$ cat src/rtl/tpd_pkg.sv
package tpd_pkg;
  localparam int WORD_W  = 32;
  localparam int ENTRY_W = 16;
  localparam int PAL_W   = 15;
  localparam int FULL_AW = 19;

  // Select one of the two entries packed in a name-table word
  function automatic logic [ENTRY_W-1:0] pick_entry(input logic [WORD_W-1:0] w,
                                                    input logic right);
    return right ? w[ENTRY_W-1:0] : w[WORD_W-1:ENTRY_W];
  endfunction

  // Untruncated word address of the pattern word holding a pixel
  function automatic logic [FULL_AW-1:0] tile_word_addr(input logic [ENTRY_W-1:0] e,
                                                        input logic d8,
                                                        input logic [2:0] r,
                                                        input logic [2:0] c);
    if (d8) return {e[14:0], r, c[2]};
    return {1'b0, e[13:0], e[15], r};
  endfunction

  // Join the colour bits of an entry with the pixel value
  function automatic logic [PAL_W-1:0] palette_join(input logic [ENTRY_W-1:0] e,
                                                    input logic d8,
                                                    input logic [7:0] pix);
    if (d8) return {e[14:8], pix};
    return {e[14:4], pix[3:0]};
  endfunction
endpackage

$ cat src/rtl/tpd_addr_gen.sv
module tpd_addr_gen
  import tpd_pkg::*;
#(
  parameter int MEM_AW = 18
) (
  input  logic [WORD_W-1:0]  name_word,
  input  logic               half_sel,
  input  logic               depth8,
  input  logic [2:0]         row,
  input  logic [2:0]         col,
  output logic [ENTRY_W-1:0] entry,
  output logic [MEM_AW-1:0]  addr
);
  logic [FULL_AW-1:0] full_addr;

  always_comb begin
    entry     = pick_entry(name_word, half_sel);
    full_addr = tile_word_addr(entry, depth8, row, col);
    addr      = full_addr[MEM_AW-1:0];
  end
endmodule

$ cat src/rtl/tpd_pixel_join.sv
module tpd_pixel_join
  import tpd_pkg::*;
(
  input  logic [WORD_W-1:0]  rdata,
  input  logic               depth8,
  input  logic [2:0]         col,
  input  logic [ENTRY_W-1:0] entry,
  output logic [PAL_W-1:0]   pal
);
  localparam int NIB_LANES  = WORD_W / 4;
  localparam int BYTE_LANES = WORD_W / 8;

  logic [3:0] nib_lane  [NIB_LANES];
  logic [7:0] byte_lane [BYTE_LANES];
  logic [7:0] pix;

  for (genvar g = 0; g < NIB_LANES; g++) begin : g_nib
    assign nib_lane[g] = rdata[WORD_W-1-4*g -: 4];
  end
  for (genvar g = 0; g < BYTE_LANES; g++) begin : g_byte
    assign byte_lane[g] = rdata[WORD_W-1-8*g -: 8];
  end

  always_comb begin
    pix = depth8 ? byte_lane[col[1:0]] : {4'b0000, nib_lane[col]};
    pal = palette_join(entry, depth8, pix);
  end
endmodule

$ cat src/rtl/tile_pattern_decoder.sv
module tile_pattern_decoder
  import tpd_pkg::*;
#(
  parameter int MEM_AW = 18
) (
  input  logic              clk,
  input  logic              rst_n,
  input  logic              in_valid,
  input  logic [31:0]       name_word,
  input  logic              half_sel,
  input  logic              depth8,
  input  logic [2:0]        row,
  input  logic [2:0]        col,
  output logic              mem_rd_en,
  output logic [MEM_AW-1:0] mem_addr,
  input  logic [31:0]       mem_rdata,
  output logic              out_valid,
  output logic [14:0]       pal_idx
);
  logic [ENTRY_W-1:0] sel_entry;
  logic               rd_issue;
  logic               s1_valid;
  logic [ENTRY_W-1:0] s1_entry;
  logic               s1_depth8;
  logic [2:0]         s1_col;

  tpd_addr_gen #(.MEM_AW(MEM_AW)) u_addr (
    .name_word(name_word), .half_sel(half_sel), .depth8(depth8),
    .row(row), .col(col), .entry(sel_entry), .addr(mem_addr)
  );

  assign rd_issue  = in_valid;
  assign mem_rd_en = rd_issue;

  always_ff @(posedge clk or negedge rst_n) begin
    if (!rst_n) begin
      s1_valid  <= 1'b0;
      s1_entry  <= '0;
      s1_depth8 <= 1'b0;
      s1_col    <= '0;
    end else begin
      s1_valid <= rd_issue;
      if (rd_issue) begin
        s1_entry  <= sel_entry;
        s1_depth8 <= depth8;
        s1_col    <= col;
      end
    end
  end

  tpd_pixel_join u_join (
    .rdata(mem_rdata), .depth8(s1_depth8), .col(s1_col),
    .entry(s1_entry), .pal(pal_idx)
  );

  assign out_valid = s1_valid;

  AST_ADDR_ROW_4B: assert property (@(posedge clk) disable iff (!rst_n)
    (in_valid && !depth8) |-> (mem_addr[2:0] == row));
  AST_ADDR_ROW_8B: assert property (@(posedge clk) disable iff (!rst_n)
    (in_valid && depth8) |-> (mem_addr[3:0] == {row, col[2]}));
  AST_RETURN_FOLLOWS_ISSUE: assert property (@(posedge clk) disable iff (!rst_n)
    in_valid |=> out_valid);
  AST_NO_PHANTOM_OUT: assert property (@(posedge clk) disable iff (!rst_n)
    !in_valid |=> !out_valid);
  AST_PAL_HIGH_4B: assert property (@(posedge clk) disable iff (!rst_n)
    (in_valid && !depth8) |=> (pal_idx[14:4] == $past(sel_entry[14:4])));
  AST_PAL_HIGH_8B: assert property (@(posedge clk) disable iff (!rst_n)
    (in_valid && depth8) |=> (pal_idx[14:8] == $past(sel_entry[14:8])));
endmodule

$ cat config.mk
export PLATFORM = sky130hd
export DESIGN_NAME = tile_pattern_decoder
export DESIGN_NICKNAME = d
export VERILOG_FILES = /design/src/rtl/tpd_pkg.sv /design/src/rtl/tpd_addr_gen.sv /design/src/rtl/tpd_pixel_join.sv /design/src/rtl/tile_pattern_decoder.sv
export SDC_FILE = /design/constraint.sdc
export NUM_CORES = 1
export LEC_CHECK = 0
export BUFFER_PORTS_ARGS = -buffer_cell sky130_fd_sc_hd__buf_2
export CORE_ASPECT_RATIO = 0.8
export CORE_MARGIN = 5
export CORE_UTILIZATION = 30
export DETAILED_ROUTE_END_ITERATION = 12
export PLACE_DENSITY = 0.6
export SYNTH_ARGS = -nofsm -noshare
export SYNTH_HDL_FRONTEND = slang
export SYNTH_HIERARCHICAL = 1
export SYNTH_SLANG_ARGS = --single-unit
$ cat constraint.sdc
create_clock -name clk -period 3.67 [get_ports clk]
set_input_delay 0.9175 -clock clk [delete_from_list [all_inputs] [get_ports clk]]
set_output_delay 0.9175 -clock clk [all_outputs]
set_load 0.01 [all_outputs]
# After elaboration in Yosys (flattened, before gate mapping)
# Index checks and enable logic that the tools add are counted.
totals:
  regBits: 20
  in_bits: 75
  out_inout_bits: 35
  elab_cells: 22
classes:
  n_lt_le_gt_ge: 2
  mux: 14
  bitwise: 2
op_table:
  columns: ["operator", "count"]
  rows:
  - ["2-to-1 mux 18 bit", 2]
  - ["2-to-1 mux 15 bit", 2]
  - ["2-to-1 mux 8 bit", 3]
  - ["binary-select mux 8 bit (select 2 bit)", 1]
  - ["2-to-1 mux 16 bit", 1]
  - ["binary-select mux 4 bit (select 3 bit)", 1]
  - ["2-to-1 mux 4 bit", 2]
  - [">= comparator 4 bit, second input constant", 1]
  - ["NOT 3 -> 4 bit", 1]
  - [">= comparator 3 bit, second input constant", 1]
  - ["NOT 2 -> 3 bit", 1]
  - ["2-to-1 mux 1 bit", 2]

# Depth between registers and ports, before layout
# Gate-level depths: netlist of the first run.
logic_depth:
  ltp_word: 7
  ltp_mapped: 5

# Modules after synthesis
# The synthesis of the first run kept the hierarchy.
modules_own_cells:
  columns: ["mod", "instances", "cells_each", "area_each_um2"]
  rows:
  - ["tile_pattern_decoder", 1, 44, 855.8]
  - ["tpd_pixel_join", 1, 64, 614.3]
  - ["tpd_addr_gen", 1, 36, 352.8]

# Worst setup path before layout of the first run
# Ideal clock, no wire load.
synth_timing:
  kind: "input port to output port"
  startpoint: "input port mem_rdata[0]"
  endpoint: "output port pal_idx[0]"
  arrival_time_ps: 1836
  t_required_ps: 2753
  setup_slack_ps: 917
  stages: 2
  path_buffers: 0
  path_cell_list: "mux4_4 > a221o_1"
synth_between:
  elab_chain_len: 6
synth_lines:
  columns: ["item", "line_no", "rtl"]
  rows:
  - ["start: declaration", "tile_pattern_decoder.sv:16", "input logic [31:0] mem_rdata,"]
  - ["binary-select mux 4 bit (select 3 bit) or binary-select mux 8 bit (select 2 bit) (tied branches)", "tpd_pixel_join.sv:25", "pix = depth8 ? byte_lane[col[1:0]] : {4'b0000, nib_lane[col]};"]
  - ["2-to-1 mux 4 bit (implied by the code) or 2-to-1 mux 8 bit (tied branches) (2 in a row)", "tpd_pixel_join.sv:25", null]
  - ["2-to-1 mux 8 bit *", "tpd_pixel_join.sv:25", null]
  - ["2-to-1 mux 15 bit", "tpd_pkg.sv:26", "if (d8) return {e[14:8], pix};"]
  - ["2-to-1 mux 15 bit *", "tpd_pkg.sv:27", "return {e[14:4], pix[3:0]};"]
  - ["end: declaration", "tile_pattern_decoder.sv:18", "output logic [14:0] pal_idx"]
# Every way passes the cells marked *; elsewhere a longest branch is shown, timed or not. The select of a mux whose other input is x is not followed.

# Worst setup path in the final report of the first run
layout_timing:
  startpoint: "register s1_col[0]"
  endpoint: "output port pal_idx[0]"
layout_between:
  elab_chain_len: 7
layout_lines:
  columns: ["item", "line_no", "rtl"]
  rows:
  - ["start: declaration", "tile_pattern_decoder.sv:25", "logic [2:0] s1_col;"]
  - ["start signal: assignment", "tile_pattern_decoder.sv:46", "s1_col <= col;"]
  - ["NOT 3 -> 4 bit (implied by the code) or NOT 2 -> 3 bit (tied branches)", "tpd_pixel_join.sv:25", null]
  - ["binary-select mux 4 bit (select 3 bit) or binary-select mux 8 bit (select 2 bit) (tied branches)", "tpd_pixel_join.sv:25", null]
  - ["2-to-1 mux 4 bit (implied by the code) or 2-to-1 mux 8 bit (tied branches) (2 in a row)", "tpd_pixel_join.sv:25", null]
  - ["2-to-1 mux 8 bit *", "tpd_pixel_join.sv:25", null]
  - ["2-to-1 mux 15 bit", "tpd_pkg.sv:26", null]
  - ["2-to-1 mux 15 bit *", "tpd_pkg.sv:27", null]
# Marked as above.

==> metrics.md, run 1 <==
| Metric | Value |
|---|---|
| Die area | `6880 sq um` |
| Crit path to | `pal_idx[0]` |
| Cell row count | `23` |
| Pin count of the biggest net entering global routing | `24` |
| Sw Ratio | `29.9%` |
| N_diodes | `0` |
| Crit path launch type | `flop` |
| Setup WS pre-CTS | `674 ps` |
| DR vias | `1337` |
| Period minus WS final | `3220 ps` |
| CTS tree | `built` |
| Crit path required time | `2750 ps` |
| Vias in the first global route | `1465` |
| DRC violations left | `0` |
| Synth-to-Final Area Change | `28.7%` |
| Crit path kind | `reg -> out` |
| Max-slew headroom | `44.4%` |
| Endpoints failing hold | `0` |
| Fin. max-slew vios | `0` |
| Critical path startpoint | `s1_col[0]` |
| CTS sink count | `16` |
| Clock-pin slew of the registers on the worst-case setup and hold paths | `60 ps` |
| Sequential share of power | `35.5%` |
| Setup Fix Bufs, Post-CTS | `0` |
| Clk_lat worst skew | `240 ps` |
| Synth warnings | `6` |
| Int Pwr | `450 uW` |
| IO Count | `110` |
| Max Root-Sink Buffers | `2` |
| Inserted Clock Buffers | `3` |
| Total nets after synthesis | `205` |
| First-pass iteration count of the detailed router | `5` |
| Mean post-synth cell area | `12.3 sq um` |
| Final wirelength | `4.27 mm` |
| Final core utilization | `40.5%` |
| Initial antenna violation count | `0` |
| RePlAce Congestion | `0.771` |
| Worst-path fanout max | `23` |
| CP arrival | `2300 ps` |
| Worst hold path class | `reg -> reg` |
| Cells on worst reg2reg path | `1` |
| CTS Root Buffer Type | `clkbuf_8` |
| Register-to-register setup slack | `2450 ps` |
| Final #Nets | `292` |
| Layout cells sized above 1 | `76.4%` |
| Htree depth | `1` |
| Dpl hpwl | `3.64 mm` |
| Final worst-path cycle share | `87.7%` |
| Clock share of power | `23.5%` |
| Crit end category | `output pin` |
| VDD IR max | `130 uV` |
| Max Cap Viol | `0` |
| Die width | `91.5 um` |
| Post-DRT Antenna Nets | `0` |
| Initial DRC count | `42` |
| Critical R2R Capture | `s1_col[1]` |
| Combinational share of power | `41.0%` |
| Final WS setup | `451 ps` |
| Highest Clock Rate | `0.311 GHz` |
| Layout Skew | `0 ps` |
| CTS-repair resized insts | `0` |
| Final setup viols | `0` |
| Layout filler cell count | `499` |
| Global route overflow | `0` |
| Wirelength per Cell | `15.4 um` |
| Unrepaired setup endpoints after global routing | `no` |
| Starting density of the core | `31.4%` |
| Via/cell ratio | `4.81` |
| Synthesized area | `1590 sq um` |
| Status | `complete, no violations` |
| Reg-to-reg startpoint | `s1_col[1]` |
| Pwr per Cell Area | `313 nW/um^2` |
| P_leak | `0.00104 uW` |
| Cts hold-fix bufs | `0` |
| Global-route wire length before repair | `6.71 mm` |
| Die H | `75.2 um` |
| Sw Pwr | `192 uW` |
| Fin Setup TNS | `0 ps` |
| Port Buffers | `109` |
| Worst slew pin tran | `835 ps` |
| Tot GR Track Use | `11.9%` |
| Core footprint | `5060 sq um` |
| Syn Inst Count | `130` |
-- through the flow --
| step | total power, uW | std cells | hold WS, ps | area (sq um) |
|---|---|---|---|---|
| final | 642 | 278 | 508 | 2050 |
| after global routing | 688 | 278 | 522 | 2050 |
| after CTS | 655 | 278 | 512 | 2050 |
| after detailed placement | 498 | 274 | 495 | 1990 |
| after global placement | 496 | 274 | 494 | 1990 |
| after floorplan | 422 | 130 | 478 | 1590 |
-- critical path: stages (launching register included) --
cell	delay, ps
dfrtp_1	880
mux4_4	730
a221o_1	300
buf_2	140
-- power groups by stage --
stage	logic, uW	registers, uW	clock network, uW
2_1_floorplan	210	212	0
3_3_place_gp	265	231	0
3_5_place_dp	266	232	0
4_1_cts	267	229	158
5_1_grt	286	234	168
6_report	263	228	151
-- worst min path at each step --
stage,endpoint,startpoint,slack (ps),depth (start not counted)
after floorplan,s1_entry[4],s1_entry[4],480,1
after global placement,s1_entry[14],s1_entry[14],490,1
after detailed placement,s1_entry[10],s1_entry[10],500,1
after CTS,s1_entry[12],s1_entry[12],510,1
after global routing,s1_entry[8],s1_entry[8],520,1
final,s1_entry[8],s1_entry[8],510,1
-- flip-flops by register name, summed over array words and instances, names as in the netlist --
| signal | flops |
|---|---|
| out_valid | 1 |
| s1_entry | 11 |
| s1_col | 3 |
| s1_depth8 | 1 |
-- routing by layer --
layer | global-route usage, % | share of wire, % | up-vias
met5 | 0 | 0 | -
met4 | 1.95 | 0.44 | 0
met3 | 1.90 | 4.5 | 2
met2 | 22.6 | 56 | 47
met1 | 14.4 | 39 | 639
li1 | - | - | 649
-- layout make-up --
| cell class | count | area, sq um | share of cell area [%] |
|---|---|---|---|
| repair buffers | 109 | 546 | 26.6 |
| inverters | 1 | 3.75 | 0.183 |
| clock buffers | 4 | 55.1 | 2.69 |
| flip-flops and latches | 16 | 400 | 19.5 |
| well taps | 62 | 77.6 | 3.79 |
| multi-input cells | 86 | 967 | 47.2 |
-- cell usage in the layout (no fill, tap or decap) --
master	count
a221o_1	3
inv_1	1
o211ai_1	1
nor3_1	1
o21ai_0	2
or3_1	1
a32oi_1	1
nor2_1	2
clkbuf_8	4
mux2_4	17
nand4_1	1
mux4_4	1
buf_2	109
dfrtp_1	16
mux2i_1	4
nand2_1	4
and3_1	3
mux2_2	24
mux4_2	7
a21oi_1	4
and3b_1	1
a22o_1	3
nor2_2	1
and2b_2	1
and3_2	1
o221ai_1	3
(Power assumes the default switching activity.)
==> run 2, diff against run 1 <==
--- a/config.mk
+++ b/config.mk
@@ -8,9 +8,9 @@
 export BUFFER_PORTS_ARGS = -buffer_cell sky130_fd_sc_hd__buf_2
 export CORE_ASPECT_RATIO = 0.8
 export CORE_MARGIN = 5
-export CORE_UTILIZATION = 30
+export CORE_UTILIZATION = 25
 export DETAILED_ROUTE_END_ITERATION = 12
-export PLACE_DENSITY = 0.6
+export PLACE_DENSITY = 0.52
 export SYNTH_ARGS = -nofsm -noshare
 export SYNTH_HDL_FRONTEND = slang
 export SYNTH_HIERARCHICAL = 1
==> constraint.sdc (replaced) <==
create_clock -name clk -period 3.25 [get_ports clk]
set_input_delay 0.8125 -clock clk [delete_from_list [all_inputs] [get_ports clk]]
set_output_delay 0.8125 -clock clk [all_outputs]
set_load 0.01 [all_outputs]
==> run 2 against run 1 <==
  * Critical path depth up 2
  * Critical path type unchanged
  * Highest routed layer unchanged
  * Sequential power up 7%
  * Register-to-register slack worse by 280 ps
==> metrics.md, run 2 (same netlist as run 1, synthesis figures left out) <==
| Metric | Value |
|---|---|
| Crit-path slowest cell | `dfrtp_1` |
| Met3 usage | `2.66%` |
| Layout Skew | `0 ps` |
| Synth-to-Final Area Change | `32.3%` |
| CTS sink count | `16` |
| Layout cells sized above 1 | `76.8%` |
| Status | `complete, no violations` |
| Crit path launch type | `flop` |
| Largest regs | `s1_entry: 11 flops, s1_col: 3 flops` |
| Top reg by flops | `s1_entry` |
| Inserted Clock Buffers | `3` |
| Final setup viols | `0` |
| Worst hold path class | `in -> async` |
| Pin count of the biggest net entering global routing | `20` |
| Post-DRT Antenna Nets | `0` |
| Worst-path fanout max | `16` |
| Critical path startpoint | `s1_depth8` |
| Setup WS pre-CTS | `491 ps` |
| DR vias | `1359` |
| CTS Root Buffer Type | `clkbuf_8` |
| CP arrival | `2070 ps` |
| Fin. max-slew vios | `0` |
| Worst slew pin tran | `550 ps` |
| VDD IR max | `127 uV` |
| Htree depth | `1` |
| CTS tree | `built` |
| Die H | `81.4 um` |
| Critical R2R Capture | `s1_col[1]` |
| Final worst-path cycle share | `88.7%` |
| N_diodes | `0` |
| CP peak stage delay | `690 ps` |
| Cts hold-fix bufs | `0` |
| CTS-repair resized insts | `0` |
| Most common cell after layout, fill and taps aside | `buf_2` |
| Final wirelength | `4.36 mm` |
| Commonest cells after routing, fill and taps aside | `buf_2 (109), mux2_2 (24), mux2_4 (17)` |
| First-pass iteration count of the detailed router | `4` |
| P_leak | `0.00106 uW` |
| Endpoints failing hold | `0` |
| Final WS setup | `368 ps` |
| CP Depth | `5` |
| Die area | `8080 sq um` |
| WP buf/inv | `1` |
| Cells along the critical path | `nor2_2, mux2_4, a22o_1, a221o_1, buf_2` |
| Core footprint | `6280 sq um` |
| Clk_lat worst skew | `250 ps` |
| Vias in the first global route | `1464` |
| Die width | `99.2 um` |
| Non-Filler Cell Area, Final | `2110 sq um` |
| Fin Setup TNS | `0 ps` |
| Max Root-Sink Buffers | `2` |
| Starting density of the core | `25.4%` |
| Cell row count | `26` |
| Crit path required time | `2440 ps` |
| Port Buffers | `109` |
| Unrepaired setup endpoints after global routing | `no` |
| Final #Nets | `296` |
| Max Cap Viol | `0` |
| Dpl hpwl | `3.76 mm` |
| Global-route wire length before repair | `6.88 mm` |
| Register-to-register setup slack | `2170 ps` |
| IO Count | `110` |
| Max-slew headroom | `63.3%` |
| Setup Fix Bufs, Post-CTS | `0` |
| Crit end category | `output pin` |
| Cells on worst reg2reg path | `2` |
| Routing usage on met2 | `17.8%` |
| Max FFs per register | `11` |
| Wirelength per Cell | `14.3 um` |
| Pwr per Cell Area | `350 nW/um^2` |
| Initial DRC count | `30` |
| GR Util met1 | `13.5%` |
| Gr busiest metal | `met2` |
| Worst path top cell family by delay | `flip-flops` |
| Tot GR Track Use | `10.3%` |
| Initial antenna violation count | `0` |
| Via/cell ratio | `4.47` |
| Highest Clock Rate | `0.347 GHz` |
| Reg-to-reg startpoint | `s1_col[1]` |
| Placed Area | `2050 sq um` |
| RePlAce Congestion | `0.780` |
| Clock-pin slew of the registers on the worst-case setup and hold paths | `60 ps` |
| Global route overflow | `0` |
| Crit path kind | `reg -> out` |
| Period minus WS final | `2880 ps` |
| DRC violations left | `0` |
| Crit path to | `pal_idx[1]` |
[run 2: cell count changes in the layout (fill, tap and decap cells not counted)]
cell / delta
buf_4: +4
[run 2: report_power, final]
part | leakage (uW) | internal [uW] | switching (uW)
combinational | 0.000848 | 184 | 133
sequential | 0.000187 | 222 | 22.7
clock | 0.0000288 | 107 | 68.0
[run 2: per-stage QoR]
step                utilization [%]  instances  power (uW)  hold WS [ps]
global route                   33.6        304         790           492
global placement               32.7        300         570           489
detailed placement             32.7        300         571           490
CTS                            33.6        304         752           481
floorplan                         -        130         476           478
finish                         33.6        304         737           469
[run 2: cell type report]
type	instances	area [sq um]
clock buffer	4	55.1
fill	651	4170
inverter	1	3.75
multi-input combinational	86	967
sequential	16	400
tap	84	105
timing repair buffer	113	576
[run 2: worst min-delay path by stage]
stage and to:
6_report s1_entry[10], 5_1_grt s1_entry[10], 4_1_cts s1_entry[9], 3_5_place_dp s1_entry[6], 3_3_place_gp s1_entry[6], 2_1_floorplan s1_entry[4]
[run 2: routing by layer]
metal | share of wire [%] | up-vias
li1 | - | 657
met1 | 41 | 643
met2 | 50 | 57
met3 | 8.3 | 2
met4 | 0.44 | 0
met5 | 0 | -
==> run 3, diff against run 2 <==
--- a/config.mk
+++ b/config.mk
@@ -5,8 +5,9 @@
 export SDC_FILE = /design/constraint.sdc
 export NUM_CORES = 1
 export LEC_CHECK = 0
+export ABC_AREA = 1
 export BUFFER_PORTS_ARGS = -buffer_cell sky130_fd_sc_hd__buf_2
-export CORE_ASPECT_RATIO = 0.8
+export CORE_ASPECT_RATIO = 0.7
 export CORE_MARGIN = 5
 export CORE_UTILIZATION = 25
 export DETAILED_ROUTE_END_ITERATION = 12
==> constraint.sdc (replaced) <==
create_clock -name clk -period 3.25 [get_ports clk]
set_input_delay 0.325 -clock clk [delete_from_list [all_inputs] [get_ports clk]]
set_output_delay 0.325 -clock clk [all_outputs]
set_load 0.01 [all_outputs]
==> run 3 against run 2 <==
  * The flow now finishes with violations (negative hold slack)
  * Power fell by 9.1%
  * Die area rose by 4.7%
  * Area after synthesis rose by 5.0%
  * First-iteration DRC count rose to 4.1 times the previous value
  * Critical endpoint is now pal_idx[2]
  * Largest power group unchanged
  * Highest routed layer unchanged
==> metrics.md, run 3 <==
| Metric | Value |
|---|---|
| Status | `finished, violations left` |
| Violated checks | `negative hold slack` |
| Final wirelength | `5.21 mm` |
| Die area | `8450 sq um` |
| Core footprint | `6630 sq um` |
| DR vias | `1914` |
| Pin count of the biggest net entering global routing | `27` |
| Dpl hpwl | `4.19 mm` |
| Clock share of power | `22.4%` |
| Layout cells sized above 1 | `36.2%` |
| Starting density of the core | `25.2%` |
| Die width | `108 um` |
| Mean post-synth cell area | `6.02 sq um` |
| Non-Filler Cell Area, Final | `2070 sq um` |
| Clk_lat worst skew | `240 ps` |
| Fin Setup TNS | `0 ps` |
| Synthesized area | `1670 sq um` |
| Crit path launch type | `flop` |
| Final setup viols | `0` |
| Hold slack final | `-7.14 ps` |
| Final #Nets | `433` |
| Unrepaired setup endpoints after global routing | `no` |
| Crit path kind | `reg -> out` |
| Worst-path fanout max | `26` |
| Synth-to-Final Area Change | `23.7%` |
| Highest Clock Rate | `0.443 GHz` |
| Vias in the first global route | `1764` |
| Layout Skew | `0 ps` |
| Total nets after synthesis | `353` |
| Setup Fix Bufs, Post-CTS | `0` |
| Top reg by flops | `s1_entry` |
| Layout filler cell count | `799` |
| Crit path required time | `2920 ps` |
| Global-route wire length before repair | `8.12 mm` |
| CTS Root Buffer Type | `clkbuf_8` |
| Max-slew headroom | `41.7%` |
| Via/cell ratio | `4.25` |
| Worst slew pin tran | `875 ps` |
| P_leak | `0.00127 uW` |
| Clock-pin slew of the registers on the worst-case setup and hold paths | `70 ps` |
| Endpoints failing hold | `8` |
| N_diodes | `0` |
| Most common cell after layout, fill and taps aside | `nand2_1` |
| Placed Area | `2030 sq um` |
| DRC violations left | `0` |
| Wirelength per Cell | `11.6 um` |
| Largest regs | `s1_entry: 11 flops, s1_col: 3 flops` |
| Cell row count | `25` |
| Max Cap Viol | `0` |
| Post-DRT Antenna Nets | `0` |
| Initial antenna violation count | `0` |
| IO Count | `110` |
| RePlAce Congestion | `0.785` |
| CTS tree | `built` |
| Sequential share of power | `36.8%` |
| First-pass iteration count of the detailed router | `6` |
| Crit end category | `output pin` |
| Worst hold path class | `in -> async` |
| Port Buffers | `109` |
| Cts hold-fix bufs | `0` |
| Syn Inst Count | `278` |
| Die H | `78.4 um` |
| Tot GR Track Use | `11.8%` |
| Finished Layout Cells | `450` |
| Combinational share of power | `40.8%` |
| CTS-repair resized insts | `0` |
| Sw Ratio | `37.9%` |
| Pwr per Cell Area | `324 nW/um^2` |
| Commonest cells after routing, fill and taps aside | `nand2_1 (154), buf_2 (109), nand3_1 (49)` |
| Max FFs per register | `11` |
| Period minus WS final | `2260 ps` |
| Synth warnings | `6` |
| VDD IR max | `118 uV` |
| CP arrival | `1930 ps` |
| Final worst-path cycle share | `69.5%` |
| CTS sink count | `16` |
| Initial DRC count | `122` |
| Sw Pwr | `254 uW` |
| DP Cell Count | `447` |
| Max Root-Sink Buffers | `2` |
| Fin. max-slew vios | `0` |
| Htree depth | `1` |
| Inserted Clock Buffers | `3` |
| Global route overflow | `0` |
| Int Pwr | `416 uW` |
run 3: worst paths after layout:
| check | from | end | slack, ps | depth (start not counted) |
|---|---|---|---|---|
| max reg2reg | s1_col[0] | s1_col[0] | 2070 | 2 |
| min | rst_n | s1_entry[9] | -7 | 1 |
| max | s1_col[0] | pal_idx[2] | 990 | 8 |
| min in group clk | col[1] | s1_col[1] | 280 | 3 |
| max in group asynchronous | rst_n | s1_entry[14] | 2970 | 1 |
| min reg2reg | s1_entry[8] | s1_entry[8] | 470 | 2 |
run 3: stage by stage:
step           total power, uW  hold slack [ps]  worst slack, ps  util [%]
6_report                   670            -7.14              991      31.2
5_1_grt                    732             21.5              782      31.2
4_1_cts                    682             1.26              979      31.2
3_5_place_dp               527              276             1250      30.6
3_3_place_gp               526              273             1260      30.6
2_1_floorplan              451             29.4             1890         -
run 3: power groups by stage:
stage	clock network (uW)	logic (uW)	registers [uW]
after floorplan	0	220	231
after global placement	0	277	250
after global routing	171	312	250
after detailed placement	0	278	250
final	150	274	246
after CTS	158	278	246
run 3: per-layer routing:
| metal | share of wire (%) | up-vias | global-route usage (%) |
|---|---|---|---|
| li1 | - | 1004 | - |
| met1 | 47 | 843 | 16.5 |
| met2 | 46 | 65 | 18.6 |
| met3 | 6.7 | 2 | 3.37 |
| met4 | 0.27 | 0 | 1.51 |
| met5 | 0 | - | 0 |
run 3: cell type report:
| type | count | area, sq um | share of cell area [%] |
|---|---|---|---|
| tap | 94 | 118 | 5.68 |
| multi-input combinational | 218 | 915 | 44.2 |
| sequential | 16 | 400 | 19.3 |
| timing repair buffer | 109 | 546 | 26.4 |
| clock buffer | 3 | 41.3 | 2.00 |
| inverter | 10 | 50.0 | 2.42 |
run 3: critical path, cell delays in order, from the launching register on:
cell and delay [ps]:
dfrtp_1 910, inv_8 180, nand2_1 140, nand3_1 70, nand3_1 100, nand2_1 50, nand2_1 50, nand2_1 50
buf_2 130
